$ cat src/rtl/irqpc_pkg.sv
package irqpc_pkg;
  localparam int unsigned DATA_W   = 8;
  localparam int unsigned ADDR_W   = 8;
  localparam int unsigned SRC_N    = 6;
  localparam logic [ADDR_W-1:0] REG_ADDR = 8'hDC;
  localparam int unsigned WAKE_BIT = 5;
endpackage

$ cat src/rtl/irqpc_bus_decode.sv
module irqpc_bus_decode #(
  parameter int unsigned ADDR_W = 8,
  parameter int unsigned DATA_W = 8,
  parameter int unsigned SRC_N  = 6,
  parameter logic [ADDR_W-1:0] REG_ADDR = 8'hDC
) (
  input  logic [ADDR_W-1:0] bus_addr,
  input  logic              bus_we,
  input  logic [DATA_W-1:0] bus_wdata,
  input  logic              sw_mode,
  output logic              sel,
  output logic [SRC_N-1:0]  post_vec,
  output logic [SRC_N-1:0]  clear_vec
);
  localparam int unsigned PAD_W = DATA_W - SRC_N;

  logic             wr_hit;
  logic [SRC_N-1:0] wbits;
  logic             unused_hi;

  assign sel       = (bus_addr == REG_ADDR);
  assign wr_hit    = sel & bus_we;
  assign wbits     = bus_wdata[SRC_N-1:0];
  assign unused_hi = ^bus_wdata[DATA_W-1:DATA_W-PAD_W];

  always_comb begin
    post_vec  = '0;
    clear_vec = '0;
    if (wr_hit) begin
      if (sw_mode) post_vec  = wbits;
      else         clear_vec = ~wbits;
    end
  end
endmodule

$ cat src/rtl/irqpc_pend_cell.sv
module irqpc_pend_cell (
  input  logic clk,
  input  logic rst,
  input  logic hw_set,
  input  logic hw_ack,
  input  logic sw_post,
  input  logic sw_clear,
  output logic pend
);
  logic set_any;
  logic clr_any;

  assign set_any = hw_set | sw_post;
  assign clr_any = sw_clear | hw_ack;

  always_ff @(posedge clk) begin
    if (rst)          pend <= 1'b0;
    else if (set_any) pend <= 1'b1;
    else if (clr_any) pend <= 1'b0;
  end

  assert_hw_set_R3: assert property (@(posedge clk) disable iff (rst)
    hw_set |=> pend);
  assert_sw_post_R5: assert property (@(posedge clk) disable iff (rst)
    sw_post |=> pend);
  assert_set_wins_R7: assert property (@(posedge clk) disable iff (rst)
    (hw_set && (sw_clear || hw_ack)) |=> pend);
  assert_sw_clear_R4: assert property (@(posedge clk) disable iff (rst)
    (sw_clear && !hw_set && !sw_post) |=> !pend);
  assert_ack_clear_R8: assert property (@(posedge clk) disable iff (rst)
    (hw_ack && !hw_set && !sw_post) |=> !pend);
  assert_hold_R10: assert property (@(posedge clk) disable iff (rst)
    (!hw_set && !sw_post && !sw_clear && !hw_ack) |=> $stable(pend));
endmodule

$ cat src/rtl/irqpc_read_mux.sv
module irqpc_read_mux #(
  parameter int unsigned DATA_W = 8,
  parameter int unsigned SRC_N  = 6
) (
  input  logic              sel,
  input  logic [SRC_N-1:0]  pend_vec,
  output logic [DATA_W-1:0] rdata
);
  localparam int unsigned PAD_W = DATA_W - SRC_N;

  always_comb begin
    rdata = '0;
    if (sel) rdata = {{PAD_W{1'b0}}, pend_vec};
  end
endmodule

$ cat src/rtl/irqpc_reg.sv
module irqpc_reg
  import irqpc_pkg::*;
#(
  parameter int unsigned P_ADDR_W = ADDR_W,
  parameter int unsigned P_DATA_W = DATA_W,
  parameter int unsigned P_SRC_N  = SRC_N,
  parameter logic [P_ADDR_W-1:0] P_REG_ADDR = REG_ADDR
) (
  input  logic                clk,
  input  logic                rst,
  input  logic [P_SRC_N-1:0]  hw_event,
  input  logic [P_SRC_N-1:0]  ack,
  input  logic                sw_mode,
  input  logic [P_ADDR_W-1:0] bus_addr,
  input  logic                bus_we,
  input  logic [P_DATA_W-1:0] bus_wdata,
  output logic [P_DATA_W-1:0] bus_rdata,
  output logic [P_SRC_N-1:0]  pending
);
  logic               sel;
  logic [P_SRC_N-1:0] post_vec;
  logic [P_SRC_N-1:0] clear_vec;

  irqpc_bus_decode #(
    .ADDR_W(P_ADDR_W), .DATA_W(P_DATA_W), .SRC_N(P_SRC_N), .REG_ADDR(P_REG_ADDR)
  ) u_dec (
    .bus_addr (bus_addr),
    .bus_we   (bus_we),
    .bus_wdata(bus_wdata),
    .sw_mode  (sw_mode),
    .sel      (sel),
    .post_vec (post_vec),
    .clear_vec(clear_vec)
  );

  // One cell per source; bit index i is source i
  for (genvar i = 0; i < P_SRC_N; i++) begin : g_cell
    irqpc_pend_cell u_cell (
      .clk     (clk),
      .rst     (rst),
      .hw_set  (hw_event[i]),
      .hw_ack  (ack[i]),
      .sw_post (post_vec[i]),
      .sw_clear(clear_vec[i]),
      .pend    (pending[i])
    );
  end

  irqpc_read_mux #(.DATA_W(P_DATA_W), .SRC_N(P_SRC_N)) u_rd (
    .sel     (sel),
    .pend_vec(pending),
    .rdata   (bus_rdata)
  );

  assert_read_mirror_R2: assert property (@(posedge clk) disable iff (rst)
    (bus_addr == P_REG_ADDR) |-> (bus_rdata[P_SRC_N-1:0] == pending));
  assert_read_upper_R2: assert property (@(posedge clk) disable iff (rst)
    bus_rdata[P_DATA_W-1:P_SRC_N] == '0);
  assert_read_other_R2: assert property (@(posedge clk) disable iff (rst)
    (bus_addr != P_REG_ADDR) |-> (bus_rdata == '0));
  assert_foreign_write_R9: assert property (@(posedge clk) disable iff (rst)
    ((bus_addr != P_REG_ADDR) && hw_event == '0 && ack == '0) |=> $stable(pending));
endmodule

$ cat config.mk
export PLATFORM = sky130hd
export DESIGN_NAME = irqpc_reg
export DESIGN_NICKNAME = d
export VERILOG_FILES = /design/src/rtl/irqpc_pkg.sv /design/src/rtl/irqpc_bus_decode.sv /design/src/rtl/irqpc_pend_cell.sv /design/src/rtl/irqpc_read_mux.sv /design/src/rtl/irqpc_reg.sv
export SDC_FILE = /design/constraint.sdc
export NUM_CORES = 1
export LEC_CHECK = 0
export ABC_AREA = 0
export CAP_MARGIN = 25
export CORE_ASPECT_RATIO = 1.25
export CORE_MARGIN = 2
export CORE_UTILIZATION = 30
export DETAILED_ROUTE_END_ITERATION = 7
export DONT_BUFFER_PORTS = 1
export GPL_TIMING_DRIVEN = 0
export PLACE_DENSITY = 0.44
export SYNTH_ARGS = -nofsm -noshare
export SYNTH_HDL_FRONTEND = slang
export SYNTH_HIERARCHICAL = 1
export SYNTH_SLANG_ARGS = --single-unit
$ cat constraint.sdc
create_clock -name clk -period 1.4 [get_ports clk]
set_input_delay 0.21 -clock clk [delete_from_list [all_inputs] [get_ports clk]]
set_output_delay 0.21 -clock clk [all_outputs]
set_load 0.02 [all_outputs]
==> flow_summary.toml <==
[sta]
hold_viol = 0
slew_violations = 0
hold_slack_ps = 30.0
setup_viol = 0
final.setup.tns_ps = 0
max_clock_freq_mhz = 773
fin_worst_skew_ps = 0
final.setup.worst_slack_ps = 106
period_share_pct = 92.4
fin_crit_ps = 1290
rsz0062_at_grt = "no"

[route]
vias = 436
drc_errors = 0
drt-total-wl_mm = 1.26
drt-wirelength-per-cell_um = 16.0
final_antenna_net_count = 0
drt_pass1_iterations = 2
met1Wirelength_um = 518
met2_length_um = 577
via_per_inst = 5.52
top_layer_used = "met4"
drt-initial-drc-count = 3
wl_met3_um = 152

[worst_setup_path]
worstSetupEndpoint = "bus_rdata[3]"
critPathMaxFanout = 10
cp_data_required_time_ps = 1190
rr_worst_depth = 2
reg2reg_slack_ps = 370
timing.rr.end = "g_cell[0].u_cell/pend"
regToRegStartpoint = "g_cell[0].u_cell/pend"
endpoint_kind = "output pin"
startpoint = "bus_addr[5]"
criticalPathCategory = "in2out"
start_kind = "input port"
arrival_ps = 1080

[grt]
grt_pass1_wl_mm = 1.71
grt_use_total_pct = 12.8
grt_max_degree = 11
grt_pass1_vias = 372
overflow = 0
antenna_found_initial = 0

[run_status]
status = "completed"

[cells_and_area]
largest_reg_flops = 6
diodes = 0
fin_area_um2 = 569
drive_above_1_share_pct = 39.3
regMostFlops = "g_cell.u_cell/pend"
num-nets-final = 95
area_growth_pct = 12.6
top_regs = "g_cell.u_cell/pend x6"
final_cells = 79
utilization_pct = 36.0

[pwr]
internal-power_mw = 0.306
pwr-share-seq_pct = 48.9
p_total_mw = 0.418
p_sw_mw = 0.112
power.share.combinational_pct = 13.0
power_leakage_nw = 0.178
p_per_area_nw_per_um2 = 734
clkPwrFrac_pct = 38.1
switching_share_pct = 26.7
peakVddDrop_v = 0.000354

[cts]
clockBufferDepth = 2
hold_buffers = 0
cts_tree = "done"
cts_buffers = 3
htreeDepth = 1
cts.sinks = 6
path_clk_slew_ps = 50
worst_skew_pair.late_latency_ps = 240
root_buffer = "clkbuf_4"

[die]
die_h_um = 49.9
die_x_um = 40.7
ioPinCount = 46
initial_core_util_pct = 32.0
die_area_um2 = 2030
core_area_um2 = 1580
row_count = 16

[synth]
synth_top_family_by_area = "simple AND/OR/NAND/NOR gates"
synth_xor_area_share_pct = 0
synthMuxAreaShare_pct = 0
yosys.area_share.simple_pct = 62.1
synth_area_per_cell_um2 = 8.87
seq_area_frac_synth_pct = 23.8
yosysWarnings = 6
netlist_area_um2 = 505
ys_ff_latch = 6
synthAdderAreaFrac_pct = 0
synth_compound_area_share_pct = 5.94
synth_cell_type_count = 16
syn-instance-count = 57

[place]
placed_cells = 76
place_area_um2 = 532
gp_congestion = 0.722
place_ws_ps = -145
dp_hpwl_um = 983
port_buffers = 0

[flow_run]
maxCapViolCount = 0

[hold_path]
hold_class = "in2reg"
-- area by class of cell --
cell class | count | area, µm²
fillers | 167 | 1010
multi-input cells | 48 | 367
flip-flops and latches | 6 | 120
plain buffers | 4 | 37.5
clock buffers | 3 | 22.5
well taps | 18 | 22.5
-- how the worst min path moves through the flow --
stage / startpoint / endpoint / slack (ps) / cells after the start
final: rst / g_cell[3].u_cell/pend / 30 / 1
after detailed placement: rst / g_cell[3].u_cell/pend / 280 / 1
after global routing: rst / g_cell[3].u_cell/pend / 20 / 1
after global placement: rst / g_cell[4].u_cell/pend / 280 / 1
after floorplan: rst / g_cell[0].u_cell/pend / 280 / 1
after CTS: rst / g_cell[3].u_cell/pend / 20 / 1
-- power by group through the flow --
stage               sequential [mW]  clock (mW)  combinational [mW]
floorplan                     0.206           0              0.0486
global placement              0.207           0              0.0525
detailed placement            0.207           0              0.0532
CTS                           0.204       0.174              0.0545
global route                  0.206       0.185              0.0596
finish                        0.204       0.159              0.0544
-- cells in the mapped netlist --
| cell | n | area share [%] |
|---|---|---|
| nand4bb_4 | 1 | 5.4 |
| dfxtp_1 | 6 | 24 |
| and2_1 | 6 | 7.4 |
| nor4_2 | 2 | 4.9 |
| nand4b_1 | 1 | 1.7 |
| buf_6 | 2 | 4.5 |
| nor4_1 | 3 | 3.7 |
| nor2_1 | 7 | 5.2 |
| buf_4 | 2 | 3.0 |
| nor3_2 | 6 | 12 |
| or3b_1 | 6 | 10 |
| conb_1 | 1 | 0.74 |
| nor4_4 | 1 | 4.2 |
| a21oi_1 | 6 | 5.9 |
| nand2b_1 | 1 | 1.2 |
| nand3_1 | 6 | 5.9 |
-- repair_timing --
| action | CTS | global route |
|---|---|---|
| endpoints found under the setup margin | 6 | 0 |
| gates resized for setup | 8 | 0 |
| buffers inserted | 0 | 0 |
-- kinds of logic after synthesis --
group,Yosys count
flops,6
buf+inv,4
simple gates,40
other cells,1
compound gates,6
-- metal layers --
layer | global-route usage [%] | vias up
met3 | 3.60 | 2
met4 | 10.0 | 0
met2 | 17.5 | 24
met1 | 16.1 | 195
met5 | 0 | -
li1 | - | 215
-- critical path, cell delays in order --
cell      delay, ps
nand4b_1        250
buf_6           230
nor2_4          160
and2_2          230
(Power assumes the default switching activity.)
